`src/rtl/grs_pkg.sv`:
```
package grs_pkg;
   typedef enum logic {
      GRS_SAVE    = 1'b0,
      GRS_RESTORE = 1'b1
   } grs_dir_e;
endpackage

```
`src/rtl/grs_pend_track.sv`:
```
module grs_pend_track
   import grs_pkg::*;
#(
   parameter int unsigned NUM_GRP = 16,
   localparam int unsigned GRP_W = $clog2(NUM_GRP)
) (
   input  logic               clk,
   input  logic               rst_n,
   input  logic [NUM_GRP-1:0] hw_save_line,
   input  logic [NUM_GRP-1:0] hw_rest_line,
   input  logic               hw_block,
   input  logic               sw_wr_valid,
   input  logic [GRP_W-1:0]   sw_wr_grp,
   input  grs_dir_e           sw_wr_dir,
   input  logic               sw_wr_cancel,
   input  logic               cmp_valid,
   input  logic [GRP_W-1:0]   cmp_grp,
   input  grs_dir_e           cmp_dir,
   output logic [NUM_GRP-1:0] hw_save_pend,
   output logic [NUM_GRP-1:0] hw_rest_pend,
   output logic [NUM_GRP-1:0] sw_save_pend,
   output logic [NUM_GRP-1:0] sw_rest_pend
);

   if (NUM_GRP < 2) begin : g_bad_num
      $error("grs_pend_track: NUM_GRP must be at least 2");
   end

   for (genvar g = 0; g < NUM_GRP; g++) begin : g_grp
      logic hs_q, hr_q;
      logic hs_p, hr_p, ss_p, sr_p;
      logic wr_hit, cmp_hit;
      logic hs_rise, hs_fall, hr_rise, hr_fall;
      logic ss_set, ss_clr, sr_set, sr_clr;

      assign wr_hit  = sw_wr_valid && (sw_wr_grp == GRP_W'(g));
      assign cmp_hit = cmp_valid && (cmp_grp == GRP_W'(g));

      assign hs_rise = hw_save_line[g] && !hs_q && !hw_block;
      assign hr_rise = hw_rest_line[g] && !hr_q && !hw_block;
      assign hs_fall = !hw_save_line[g] && hs_q;
      assign hr_fall = !hw_rest_line[g] && hr_q;

      assign ss_set = wr_hit && !sw_wr_cancel && (sw_wr_dir == GRS_SAVE);
      assign sr_set = wr_hit && !sw_wr_cancel && (sw_wr_dir == GRS_RESTORE);
      assign ss_clr = (wr_hit && sw_wr_cancel && (sw_wr_dir == GRS_SAVE)) ||
                      (cmp_hit && (cmp_dir == GRS_SAVE));
      assign sr_clr = (wr_hit && sw_wr_cancel && (sw_wr_dir == GRS_RESTORE)) ||
                      (cmp_hit && (cmp_dir == GRS_RESTORE));

      always_ff @(posedge clk or negedge rst_n) begin
         if (!rst_n) begin
            hs_q <= 1'b0;
            hr_q <= 1'b0;
            hs_p <= 1'b0;
            hr_p <= 1'b0;
            ss_p <= 1'b0;
            sr_p <= 1'b0;
         end else begin
            hs_q <= hw_save_line[g];
            hr_q <= hw_rest_line[g];
            if (hs_rise)
               hs_p <= 1'b1;
            else if (hs_fall || (cmp_hit && cmp_dir == GRS_SAVE))
               hs_p <= 1'b0;
            if (hr_rise)
               hr_p <= 1'b1;
            else if (hr_fall || (cmp_hit && cmp_dir == GRS_RESTORE))
               hr_p <= 1'b0;
            if (ss_set)
               ss_p <= 1'b1;
            else if (ss_clr)
               ss_p <= 1'b0;
            if (sr_set)
               sr_p <= 1'b1;
            else if (sr_clr)
               sr_p <= 1'b0;
         end
      end

      assign hw_save_pend[g] = hs_p;
      assign hw_rest_pend[g] = hr_p;
      assign sw_save_pend[g] = ss_p;
      assign sw_rest_pend[g] = sr_p;
   end


   hw_block_chk: assert property (@(posedge clk) disable iff (!rst_n)
      hw_block |=> (((hw_save_pend & ~$past(hw_save_pend)) == '0) &&
                    ((hw_rest_pend & ~$past(hw_rest_pend)) == '0)));

endmodule

```
`src/rtl/grs_arbiter.sv`:
```
module grs_arbiter
   import grs_pkg::*;
#(
   parameter int unsigned NUM_GRP = 16,
   parameter int unsigned PRIO_W  = 4,
   localparam int unsigned GRP_W  = $clog2(NUM_GRP)
) (
   input  logic [NUM_GRP-1:0]        save_need,
   input  logic [NUM_GRP-1:0]        rest_need,
   input  logic [NUM_GRP-1:0]        grp_en,
   input  logic [NUM_GRP*PRIO_W-1:0] save_prio_flat,
   input  logic [NUM_GRP*PRIO_W-1:0] rest_prio_flat,
   output logic                      any_elig,
   output logic [GRP_W-1:0]          win_grp,
   output grs_dir_e                  win_dir,
   output logic [NUM_GRP-1:0]        conflict_vec
);

   if (PRIO_W < 1) begin : g_bad_prio
      $error("grs_arbiter: PRIO_W must be at least 1");
   end

   logic [NUM_GRP-1:0] elig;
   logic [NUM_GRP-1:0] elig_rest;
   logic [PRIO_W-1:0]  key [NUM_GRP];

   for (genvar g = 0; g < NUM_GRP; g++) begin : g_key
      logic s_only, r_only;
      assign s_only          = save_need[g] && !rest_need[g];
      assign r_only          = rest_need[g] && !save_need[g];
      assign conflict_vec[g] = save_need[g] && rest_need[g];
      assign elig[g]         = grp_en[g] && (s_only || r_only);
      assign elig_rest[g]    = r_only;
      assign key[g]          = r_only ? rest_prio_flat[g*PRIO_W +: PRIO_W]
                                      : save_prio_flat[g*PRIO_W +: PRIO_W];
   end

   always_comb begin
      logic [PRIO_W-1:0] best;
      logic              found;
      found   = 1'b0;
      best    = '0;
      win_grp = '0;
      win_dir = GRS_SAVE;
      for (int i = 0; i < NUM_GRP; i++) begin
         if (elig[i] && (!found || key[i] < best)) begin
            found   = 1'b1;
            best    = key[i];
            win_grp = GRP_W'(i);
            win_dir = elig_rest[i] ? GRS_RESTORE : GRS_SAVE;
         end
      end
      any_elig = found;
   end

endmodule

```
`src/rtl/grs_dispatch.sv`:
```
module grs_dispatch
   import grs_pkg::*;
#(
   parameter int unsigned NUM_GRP = 16,
   localparam int unsigned GRP_W  = $clog2(NUM_GRP)
) (
   input  logic             clk,
   input  logic             rst_n,
   input  logic             any_elig,
   input  logic [GRP_W-1:0] win_grp,
   input  grs_dir_e         win_dir,
   input  logic             win_sw,
   input  logic             sw_at_cmp,
   input  logic             eng_done,
   input  logic             eng_err,
   output logic             disp_valid,
   output logic [GRP_W-1:0] disp_grp,
   output grs_dir_e         disp_dir,
   output logic             disp_sw,
   output logic             cmp_valid,
   output logic             sw_done
);

   logic finish;
   assign finish    = eng_done || eng_err;
   assign cmp_valid = disp_valid && finish;

   always_ff @(posedge clk or negedge rst_n) begin
      if (!rst_n) begin
         disp_valid <= 1'b0;
         disp_grp   <= '0;
         disp_dir   <= GRS_SAVE;
         disp_sw    <= 1'b0;
         sw_done    <= 1'b0;
      end else begin
         sw_done <= 1'b0;
         if (disp_valid) begin
            if (finish) begin
               disp_valid <= 1'b0;
               sw_done    <= eng_done && !eng_err && sw_at_cmp;
            end
         end else if (any_elig) begin
            disp_valid <= 1'b1;
            disp_grp   <= win_grp;
            disp_dir   <= win_dir;
            disp_sw    <= win_sw;
         end
      end
   end


   disp_hold_chk: assert property (@(posedge clk) disable iff (!rst_n)
      disp_valid && !finish |=> disp_valid && $stable(disp_grp) && $stable(disp_dir));


   disp_gap_chk: assert property (@(posedge clk) disable iff (!rst_n)
      disp_valid && finish |=> !disp_valid);


   sw_done_src_chk: assert property (@(posedge clk) disable iff (!rst_n)
      sw_done |-> $past(eng_done) && !$past(eng_err) && $past(disp_valid));

endmodule

```
`src/rtl/grp_req_sched.sv`:
```
module grp_req_sched
   import grs_pkg::*;
#(
   parameter int unsigned NUM_GRP = 16,
   parameter int unsigned PRIO_W  = 4,
   localparam int unsigned GRP_W  = $clog2(NUM_GRP)
) (
   input  logic                      clk,
   input  logic                      rst_n,
   input  logic [NUM_GRP-1:0]        hw_save_line,
   input  logic [NUM_GRP-1:0]        hw_rest_line,
   input  logic                      hw_req_block,
   input  logic                      sw_wr_valid,
   input  logic [GRP_W-1:0]          sw_wr_grp,
   input  logic                      sw_wr_dir,
   input  logic                      sw_wr_cancel,
   input  logic [NUM_GRP-1:0]        grp_en,
   input  logic [NUM_GRP*PRIO_W-1:0] save_prio_flat,
   input  logic [NUM_GRP*PRIO_W-1:0] rest_prio_flat,
   input  logic                      eng_done,
   input  logic                      eng_err,
   output logic [NUM_GRP-1:0]        hw_save_pend,
   output logic [NUM_GRP-1:0]        hw_rest_pend,
   output logic [NUM_GRP-1:0]        sw_save_pend,
   output logic [NUM_GRP-1:0]        sw_rest_pend,
   output logic                      disp_valid,
   output logic [GRP_W-1:0]          disp_grp,
   output logic                      disp_dir,
   output logic                      disp_sw,
   output logic                      sw_done,
   output logic                      conflict_pulse
);

   logic               any_elig, win_sw, sw_at_cmp, cmp_valid;
   logic [GRP_W-1:0]   win_grp;
   grs_dir_e           win_dir, d_dir;
   logic [NUM_GRP-1:0] conflict_vec, conflict_q;

   grs_pend_track #(.NUM_GRP(NUM_GRP)) u_pend (
      .clk          (clk),
      .rst_n        (rst_n),
      .hw_save_line (hw_save_line),
      .hw_rest_line (hw_rest_line),
      .hw_block     (hw_req_block),
      .sw_wr_valid  (sw_wr_valid),
      .sw_wr_grp    (sw_wr_grp),
      .sw_wr_dir    (grs_dir_e'(sw_wr_dir)),
      .sw_wr_cancel (sw_wr_cancel),
      .cmp_valid    (cmp_valid),
      .cmp_grp      (disp_grp),
      .cmp_dir      (d_dir),
      .hw_save_pend (hw_save_pend),
      .hw_rest_pend (hw_rest_pend),
      .sw_save_pend (sw_save_pend),
      .sw_rest_pend (sw_rest_pend)
   );

   grs_arbiter #(.NUM_GRP(NUM_GRP), .PRIO_W(PRIO_W)) u_arb (
      .save_need      (hw_save_pend | sw_save_pend),
      .rest_need      (hw_rest_pend | sw_rest_pend),
      .grp_en         (grp_en),
      .save_prio_flat (save_prio_flat),
      .rest_prio_flat (rest_prio_flat),
      .any_elig       (any_elig),
      .win_grp        (win_grp),
      .win_dir        (win_dir),
      .conflict_vec   (conflict_vec)
   );

   assign win_sw    = (win_dir == GRS_RESTORE) ? sw_rest_pend[win_grp] : sw_save_pend[win_grp];
   assign sw_at_cmp = (d_dir == GRS_RESTORE) ? sw_rest_pend[disp_grp] : sw_save_pend[disp_grp];

   grs_dispatch #(.NUM_GRP(NUM_GRP)) u_disp (
      .clk        (clk),
      .rst_n      (rst_n),
      .any_elig   (any_elig),
      .win_grp    (win_grp),
      .win_dir    (win_dir),
      .win_sw     (win_sw),
      .sw_at_cmp  (sw_at_cmp),
      .eng_done   (eng_done),
      .eng_err    (eng_err),
      .disp_valid (disp_valid),
      .disp_grp   (disp_grp),
      .disp_dir   (d_dir),
      .disp_sw    (disp_sw),
      .cmp_valid  (cmp_valid),
      .sw_done    (sw_done)
   );

   assign disp_dir = (d_dir == GRS_RESTORE);

   always_ff @(posedge clk or negedge rst_n) begin
      if (!rst_n) begin
         conflict_q     <= '0;
         conflict_pulse <= 1'b0;
      end else begin
         conflict_q     <= conflict_vec;
         conflict_pulse <= |(conflict_vec & ~conflict_q);
      end
   end


   en_gate_chk: assert property (@(posedge clk) disable iff (!rst_n)
      $rose(disp_valid) |-> ((($past(grp_en) >> disp_grp) & 1) != 0));


   conflict_hold_chk: assert property (@(posedge clk) disable iff (!rst_n)
      $rose(disp_valid) |-> ((($past(conflict_vec) >> disp_grp) & 1) == 0));

endmodule

```
`config.mk`:
```
export PLATFORM = sky130hd
export DESIGN_NAME = grp_req_sched
export DESIGN_NICKNAME = d
export VERILOG_FILES = /design/src/rtl/grs_pkg.sv /design/src/rtl/grs_pend_track.sv /design/src/rtl/grs_arbiter.sv /design/src/rtl/grs_dispatch.sv /design/src/rtl/grp_req_sched.sv
export SDC_FILE = /design/constraint.sdc
export NUM_CORES = 1
export LEC_CHECK = 0
export ABC_AREA = 0
export BUFFER_PORTS_ARGS = -buffer_cell sky130_fd_sc_hd__buf_2
export CORE_UTILIZATION = 55
export CTS_CLUSTER_SIZE = 10
export DETAILED_ROUTE_END_ITERATION = 10
export PLACE_DENSITY = 0.89
export RECOVER_POWER = 50
export SYNTH_ARGS = -nofsm -noshare
export SYNTH_HDL_FRONTEND = slang
export SYNTH_SLANG_ARGS = --single-unit
```
`constraint.sdc`:
```
create_clock -name clk -period 28.1 [get_ports clk]
set_clock_uncertainty 0.15 [all_clocks]
set_input_delay 4.215 -clock clk [delete_from_list [all_inputs] [get_ports clk]]
set_output_delay 4.215 -clock clk [all_outputs]
set_load 0.05 [all_outputs]
```
[Yosys cells after proc, flatten, opt, wreduce, memory -nomap -nowiden]
Index checks and enable logic that the tools add are counted.
Storage, ports and cells
  output and inout bits: 73
  bits in registers: 121
  logic and storage cells: 1010
  input port bits: 188
Cells by class
  reduce and logical (&&, ||, !) cells: 616
  equal/unequal tests: 30
  multiplexer cells: 237
  bitwise logic cells: 7
  magnitude comparators: 17
Operators with widths (number)
  1-bit logical AND: 338
  1-bit two-way mux: 188
  4-bit two-way mux: 39
  2-bit nonzero test: 64
  1-bit logical NOT: 114
  1-bit logical OR: 96
  4-bit == test, second input constant: 16
  4-bit less-than comparator: 15
  4-bit by 3-bit == test with 1-bit output, second input constant: 8
  16-bit bitwise OR: 2
  16-bit bitwise AND: 1
  1-bit binary-select mux with 4-bit select: 4
  4-bit by 2-bit == test with 1-bit output, second input constant: 4
  16-bit NOT: 1
  16-bit OR reduction: 1
  3-bit two-way mux: 4
  4-bit by 5-bit less-than comparator with 1-bit output, second input constant: 2
  4-bit by 1-bit == test with 1-bit output, second input constant: 2
  4-bit logical NOT: 2
  2-bit two-way mux: 2
  1-bit NOT: 3
  2-bit AND reduction: 1

[Logic depth before layout (Yosys ltp)]
Gate-level depths: netlist (run 1).
  depth in word-level cells: 69
  mapped depth: 130
  depth with buffers taken out: 122

[Hierarchy]
A second synthesis (run 1) with hierarchy kept.
Unflattened totals
  cell total of the unflattened synthesis: 1228
  area, all modules: 10847.9 µm²
By module, submodules not included
  grs_pend_track: area each 4583.1 µm², sequential area each 2402.3 µm², cells an instance 451, times used 1
  grs_arbiter: area each 4525.6 µm², sequential area each 0.0 µm², cells an instance 600, times used 1
  grp_req_sched: area each 1402.6 µm², sequential area each 425.4 µm², cells an instance 156, times used 1
  grs_dispatch: area each 336.6 µm², sequential area each 200.2 µm², cells an instance 21, times used 1

[Least setup slack after synthesis (run 1)]
Ideal clock, no wire load.
  kind: input to register
  start point: in grp_en[0]
  end point: reg u_disp.disp_sw
  setup time: 0.096 ns
  required time: 27.854 ns
  arrival time: 25.178 ns
  slack: 2.677 ns
  stages on the path: 111
  cells stage by stage: nor2b_1 > buf_6 > nand2_1 > ha_1 > a21oi_1 > o221ai_1 > a21oi_1 > mux2i_1 > inv_1 > ha_1 > a2111o_1 > nand2b_1 > o21ai_2 > mux2_2 > ha_1 > o211ai_1 > a32o_1 > and2_1 > [75 not listed] > or4_1 > o21ai_1 > buf_2 > nand2b_1 > nand2_1 > ha_1 > nor4_1 > nand2_1 > or3b_2 > a211o_1 > and3_1 > buf_6 > and3b_1 > buf_6 > and2_4 > o32ai_2 > a211oi_1 > a311oi_2
Between the ends
  word-level cells in the longest chain between the ends: 65
Ends and longest elaborated chain
  start: declaration: line grp_req_sched.sv:17  | input logic [NUM_GRP-1:0] grp_en,
  1-bit logical AND *: line grs_arbiter.sv:32  | assign elig[g] = grp_en[g] && (s_only || r_only);
  4-bit two-way mux / 1-bit two-way mux (equally long branches): line grs_arbiter.sv:46  | if (elig[i] && (!found || key[i] < best)) begin
  4-bit less-than comparator / 1-bit logical NOT (equally long branches): line grs_arbiter.sv:46
  1-bit logical OR: line grs_arbiter.sv:46
  1-bit logical AND: line grs_arbiter.sv:46
  4-bit two-way mux / 1-bit two-way mux (equally long branches): line grs_arbiter.sv:46
  4-bit less-than comparator / 1-bit logical NOT (equally long branches): line grs_arbiter.sv:46
  1-bit logical OR: line grs_arbiter.sv:46
  [49 not listed]
  4-bit two-way mux / 1-bit two-way mux (equally long branches): line grs_arbiter.sv:46
  4-bit less-than comparator / 1-bit logical NOT (equally long branches): line grs_arbiter.sv:46
  1-bit logical OR: line grs_arbiter.sv:46
  1-bit logical AND: line grs_arbiter.sv:46
  4-bit two-way mux: line grs_arbiter.sv:46
  1-bit binary-select mux with 4-bit select: line grp_req_sched.sv:70  | assign win_sw = (win_dir == GRS_RESTORE) ? sw_rest_pend[win_grp] : sw_save_pend[win_grp];
  1-bit two-way mux (implied by the code): line grp_req_sched.sv:70
  1-bit two-way mux: line grp_req_sched.sv:70
  end signal: assignment: line grs_dispatch.sv:46  | disp_sw <= win_sw;
  end: declaration: line grs_dispatch.sv:19  | output logic disp_sw,
Every way passes the cells marked *; elsewhere a longest branch is shown, timed or not. The select of a mux whose other input is x is not followed.
A chain may end at the register's enable or synchronous reset.

[Worst setup path in the final report (run 1)]
Ends and elaborated chain as after synthesis.

==> results of run 1 <==
==> worst max-delay path: cells and delay by family <==
kind,cells,cell delay [ns]
compound gates,46,8.69
fa+ha+maj,15,3.86
buf+inv,4,0.40
mux,5,1.73
simple gates,40,7.72
==> state kept, by name, indices dropped and copies added, names as in the netlist <==
register / flops
u_disp.disp_grp: 4
u_disp.sw_done: 1
conflict_pulse: 1
u_pend.g_grp.hr_p: 16
u_pend.g_grp.hr_q: 16
u_pend.g_grp.ss_p: 16
conflict_q: 16
u_disp.disp_valid: 1
u_pend.g_grp.sr_p: 16
u_pend.g_grp.hs_p: 16
u_disp.disp_sw: 1
u_disp.disp_dir: 1
u_pend.g_grp.hs_q: 16
==> Yosys cell counts (all sizes together) (12+ instances only) <==
cell | count | area [µm²]
dfrtp | 121 | 3030
nor2b | 17 | 106
o21ai | 91 | 459
nand3 | 52 | 265
o221ai | 14 | 123
inv | 79 | 297
clkbuf | 25 | 93.8
ha | 69 | 863
nand2 | 112 | 423
mux2i | 47 | 470
o21a | 15 | 113
mux2 | 58 | 661
o211ai | 25 | 193
o22ai | 31 | 194
nand2b | 24 | 150
nor2 | 101 | 382
or2 | 27 | 169
a21oi | 44 | 231
buf | 77 | 588
a21o | 12 | 90.1
==> cells in the final DEF, fill, tap and decap left out, types with 31 or more instances in the layout <==
cell and n:
a21oi_1 38, buf_2 213, clkbuf_1 49, dfrtp_1 121, ha_1 69, inv_1 79, mux2_2 56, mux2i_1 46
nand2_1 109, nand3_1 51, nor2_1 98, o21ai_0 78, o22ai_1 31
==> metrics by stage <==
step                power [mW]  std cells  TNS, ns
floorplan                 1.24       1200        0
detailed placement        1.46       1592   -0.586
global route              1.88       1627  -0.0386
CTS                       1.70       1623        0
finish                    1.75       1627        0
global placement          1.44       1592        0
==> layer usage <==
metal / part of all wire [%] / global-route usage [%]
met3: 10 / 5.44
met2: 47 / 53.7
met1: 40 / 42.1
met5: 0 / 0
met4: 2.8 / 11.8
==> cell families (layout without fill, tap and decap cells) <==
| logic type | count (synthesis) | count (layout) |
|---|---|---|
| buffers and inverters | 181 | 379 |
| DFF | 121 | 121 |
| adders and majority gates | 69 | 69 |
| and+or+nand+nor | 399 | 399 |
| muxes | 115 | 115 |
| AOI/OAI and AO/OA | 315 | 315 |
==> worst max path at each step <==
stage | endpoint | slack [ns] | depth (start not counted)
5_1_grt | u_disp.disp_sw | -0.04 | 116
2_1_floorplan | u_disp.disp_sw | 2.68 | 111
4_1_cts | u_disp.disp_sw | 0.04 | 105
3_5_place_dp | u_disp.disp_sw | -0.54 | 105
3_3_place_gp | u_disp.disp_sw | 0.31 | 106
6_report | u_disp.disp_sw | 1.58 | 110
==> final cells by class <==
type,instances,area [µm²]
fill,1514,6210
clock inverter,12,175
sequential,121,3030
timing repair buffer,269,1310
tap,229,287
multi-input combinational,898,6470
clock buffer,19,443
inverter,79,297
==> repair_timing <==
action	in CTS	in global routing
pin swaps	0	2
hold buffers	0	0
endpoints found under the setup margin	1	6
resized for setup	1	31
buffers inserted	0	4
==> power breakdown <==
group          internal [mW]  leakage [nW]  total, mW  switching (mW)
registers              0.215          1.50      0.275          0.0600
clock network          0.150         0.295      0.228          0.0786
logic                  0.484          3.78       1.25           0.766
==> metrics.md, run 1 <==
| Metric | Value |
|---|---|
| Type of the worst setup path | `in -> reg` |
| Largest net degree at the start of global routing | `84` |
| Slowest stage delay, CP | `0.57 ns` |
| Final period util | `94.4%` |
| Worst min path class | `reg -> reg` |
| Crit-path slowest cell | `or4_1` |
| #FFs+latches synth | `121` |
| Reg2Reg Depth | `approximately 110` |
| Maxcap violations | `1` |
| Worst r2r dst | `u_disp.disp_sw` |
| Initial Util | `56.9%` |
| Clock transition at the registers of the reported paths | `~0.060 ns` |
| Arrival time worst endpoint | `26.69 ns` |
| Utilization after layout | `between 60% and 70%` |
| Min Tclk post-route | `26.52 ns` |
| CP startpoint | `grp_en[0]` |
| Worst-Margin Slew | `2.20 ns` |
| Final setup margin | `between 1.5 and 2 ns` |
| Multiplexer share of the synthesized area | `13.1%` |
| Global route total overflow | `0` |
| Dominant synthesized flop cell | `dfrtp_1` |
| Chip Height | `around 140 µm` |
| Worst Setup Start Kind | `input port` |
| Final hold violation count | `0` |
| Post-Synth Simple-Gate Area | `19.1%` |
| FP Rows | `about 50` |
| CP most frequent cell | `ha_1` |
| H-Tree Depth | `4` |
| EDFF count, synth | `0` |
| Initial antenna violation count | `0` |
| Largest family of logic cells by synthesized area | `compound AO/OA/AOI/OAI gates` |
| Synth warn | `0` |
| WL per Instance | `19.5 µm` |
| Finished Cell Area | `~12,000 µm²` |
| Post-Synth Adder-Cell Area | `8.33%` |
| Vias in the first global route | `~10,000` |
| Critical path endpoint category | `flop` |
| WHS | `~0.26 ns` |
| Worst reg2reg startpoint | `u_pend.g_grp[0].sr_p` |
| Final setup fails | `0` |
| Port-buffer cells | `260` |
| Slew HR | `-46.9%` |
| Cells after Synth | `1,200` |
| Hold Startpoint | `u_pend.g_grp[0].hr_q` |
| Worst Hold Depth | `1` |
| Max-slew violations | `40` |
| Seq/Total Area, Yosys | `~29%` |
| Drt total wl | `between 30,000 and 40,000 µm` |
| R2r setup slk | `4.35 ns` |
| Max FO, Critical Path | `12` |
| Unique cell type count in the Yosys netlist | `88` |
| P per Cell Area | `146 nW/µm²` |
| Max Clk Rate | `about 0.038 GHz` |
| VDD IR max | `0.0816 mV` |
| Die area | `19,400 µm²` |
| Post-Syn Area | `10,400 µm²` |
| Synthesized area per cell | `8.64 µm²` |
| Status | `complete, but fails checks` |
| TritonCTS buffer count | `17` |
| Pre-antenna DRT Iters | `5` |
| Detailed-route via count | `10,331` |
| Worst slack at placement | `-0.537 ns` |
| Area of placed instances | `11,300 µm²` |
| GRT Total Usage | `between 30% and 40%` |
| Layout cells sized above 1 | `27.8%` |
| Iter 0 DRT Violations | `836` |
| First-pass GRT wire length | `approximately 50,000 µm` |
| Failing checks | `capacitance limit, slew limit` |
| Post-DP HPWL | `25,000 µm` |
| Antenna Cells | `0` |
| Clock Latency Late Sink | `~0.41 ns` |
| # clock sinks | `about 120` |
| DRC errors left | `0` |
| Nets@finish | `~1,600` |
| Root buf cell | `clkbuf_16` |
| Worst EP required | `28.27 ns` |
| Pleak | `about 5.6 nW` |
| Core Area | `18,200 µm²` |
| Vias per cell | `6.35` |
| Area Overhead vs Synth | `15.8%` |
| Die X | `139 µm` |
| Max Root-Sink Buffers | `2` |
| TritonCTS clock tree | `built` |
| Compound-Gate Fraction of Synth Area | `20.8%` |
| Syn Nets | `1,457` |
| GP Congestion | `approximately 0.97` |
| I/O pin cnt | `261` |
| Hold endpoint | `u_pend.g_grp[0].hr_p` |
| Post-synth ARST share | `100%` |
| Final ANT Viol Nets | `0` |
| XOR/XNOR Fraction of Synth Area | `0%` |
(Power assumes the default switching activity.)
==> run 2, diff against run 1 <==
--- a/config.mk
+++ b/config.mk
@@ -7,10 +7,11 @@
 export LEC_CHECK = 0
 export ABC_AREA = 0
 export BUFFER_PORTS_ARGS = -buffer_cell sky130_fd_sc_hd__buf_2
-export CORE_UTILIZATION = 55
+export CORE_UTILIZATION = 41
 export CTS_CLUSTER_SIZE = 10
 export DETAILED_ROUTE_END_ITERATION = 10
-export PLACE_DENSITY = 0.89
+export MAX_ROUTING_LAYER = met4
+export PLACE_DENSITY = 0.71
 export RECOVER_POWER = 50
 export SYNTH_ARGS = -nofsm -noshare
 export SYNTH_HDL_FRONTEND = slang
==> metrics.md, run 2 (synthesis gave the netlist of run 1 again) <==
| Metric | Value |
|---|---|
| Clock Latency Late Sink | `0.42 ns` |
| Critical path endpoint category | `flop` |
| Setup_tns | `0 ns` |
| GP Congestion | `approximately 0.93` |
| GRT Total Usage | `26.8%` |
| Initial antenna violation count | `1` |
| Nets@finish | `1,644` |
| Crit-path slowest cell | `or4_1` |
| Slowest stage delay, CP | `between 0.5 and 0.6 ns` |
| Worst Setup Start Kind | `input port` |
| Layout cells sized above 1 | `approximately 28%` |
| FP Rows | `57` |
| # fillers | `around 2,400` |
| CP most frequent cell | `ha_1` |
| I/O pin cnt | `261` |
| Worst r2r dst | `u_disp.disp_sw` |
| Final setup margin | `1.54 ns` |
| Hold endpoint | `u_pend.g_grp[0].hr_p` |
| Max Root-Sink Buffers | `2` |
| Min Tclk post-route | `26.56 ns` |
| Hold Startpoint | `u_pend.g_grp[0].hr_q` |
| Final Total Pwr | `about 1.8 mW` |
| Max-slew violations | `40` |
| Most frequent cells in the layout | `buf_2 (215), dfrtp_1 (121), nand2_1 (109), nor2_1 (97), inv_1 (79)` |
| Detailed-route via count | `9,994` |
| # clock sinks | `roughly 120` |
| Initial Util | `42.3%` |
| VDD IR max | `~0.083 mV` |
| Max FO, Critical Path | `12` |
| Vias per cell | `5.79` |
| Max Clk Rate | `0.0377 GHz` |
| Die X | `about 160 µm` |
| Sequential Area | `just over 3000 µm²` |
| Worst slack at placement | `-0.563 ns` |
| Placed insts | `1,689` |
| Pleak | `5.60 nW` |
| Pre-antenna DRT Iters | `5` |
| Reg2Reg Depth | `111` |
| P per Cell Area | `145 nW/µm²` |
| Worst-Margin Slew | `2.16 ns` |
| Port-buffer cells | `260` |
| Arrival time worst endpoint | `26.74 ns` |
| Post-route insts no fill | `1,725` |
| TritonCTS clock tree | `built` |
| Core Area | `between 20,000 and 25,000 µm²` |
| Drt total wl | `33,900 µm` |
| Vias in the first global route | `9,962` |
| Slew HR | `-44.1%` |
| Chip Height | `between 150 and 200 µm` |
| Final hold violation count | `0` |
| Area Overhead vs Synth | `17.2%` |
| Final ANT Viol Nets | `0` |
| Largest net degree at the start of global routing | `84` |
| Worst min path class | `reg -> reg` |
| Final setup fails | `0` |
| Worst Hold Depth | `1` |
| Clock transition at the registers of the reported paths | `0.06 ns` |
| Utilization after layout | `49.5%` |
| WL per Instance | `19.7 µm` |
| Post-DP HPWL | `27,100 µm` |
| Failing checks | `capacitance limit, slew limit` |
| H-Tree Depth | `4` |
| Finished Cell Area | `around 12,000 µm²` |
| TritonCTS buffer count | `17` |
| Final period util | `94.5%` |
| Status | `complete, but fails checks` |
| Maxcap violations | `1` |
| First-pass GRT wire length | `52,800 µm` |
| DRC errors left | `0` |
| Worst reg2reg startpoint | `u_pend.g_grp[1].ss_p` |
| Most common cell after layout, fill and taps aside | `buf_2` |
| Multi-input gate area | `6480 µm²` |
| Iter 0 DRT Violations | `736` |
| Root buf cell | `clkbuf_16` |
| Die area | `25,900 µm²` |
| Global route total overflow | `0` |
| Type of the worst setup path | `in -> reg` |
| Worst EP required | `28.28 ns` |
| WHS | `0.260 ns` |
| Area of placed instances | `11,400 µm²` |
| R2r setup slk | `4.24 ns` |
-- run 2: how the worst max path moves through the flow --
stage,startpoint,to,slack [ns],cells after the start
after floorplan,grp_en[0],u_disp.disp_sw,2.68,111
after global placement,grp_en[0],u_disp.disp_sw,0.26,107
after detailed placement,grp_en[0],u_disp.disp_sw,-0.56,106
after CTS,grp_en[0],u_disp.disp_sw,0.09,106
after global routing,grp_en[0],u_disp.disp_sw,-0.002,115
final,rest_prio_flat[7],u_disp.disp_sw,1.54,110
-- run 2: layout make-up --
cell class	instances	share of cell area [%]
multi-input combinational	898	53.3
antenna	1	0.0206
sequential	121	24.9
inverter	79	2.44
clock buffer	27	4.47
timing repair buffer	270	10.8
tap	324	3.34
clock inverter	5	0.659
-- run 2: routing by layer --
layer	up-vias	part of all wire (%)	global-route usage [%]
met5	-	0	-
met4	0	2.8	8.70
met2	421	46	42.8
met3	68	7.3	5.06
li1	4694	-	-
met1	4811	43	34.2
-- run 2: report_power, final --
part / switching, mW / internal, mW
Clock: 0.0789 / 0.149
Combinational: 0.769 / 0.486
Sequential: 0.0629 / 0.215
-- run 2: critical path: cells and delay by family --
family | cells | cell delay, ns
AOI/OAI and AO/OA | 41 | 7.75
muxes | 6 | 2.04
buffers and inverters | 5 | 0.42
adders and majority gates | 15 | 4.07
and+or+nand+nor | 43 | 8.26
-- run 2: timing repair --
| action | in CTS | in global routing |
|---|---|---|
| resized for setup | 1 | 36 |
| hold buffers | 0 | 0 |
| endpoints found under the setup margin | 1 | 6 |
| setup buffers | 0 | 3 |
| pin swaps | 0 | 3 |
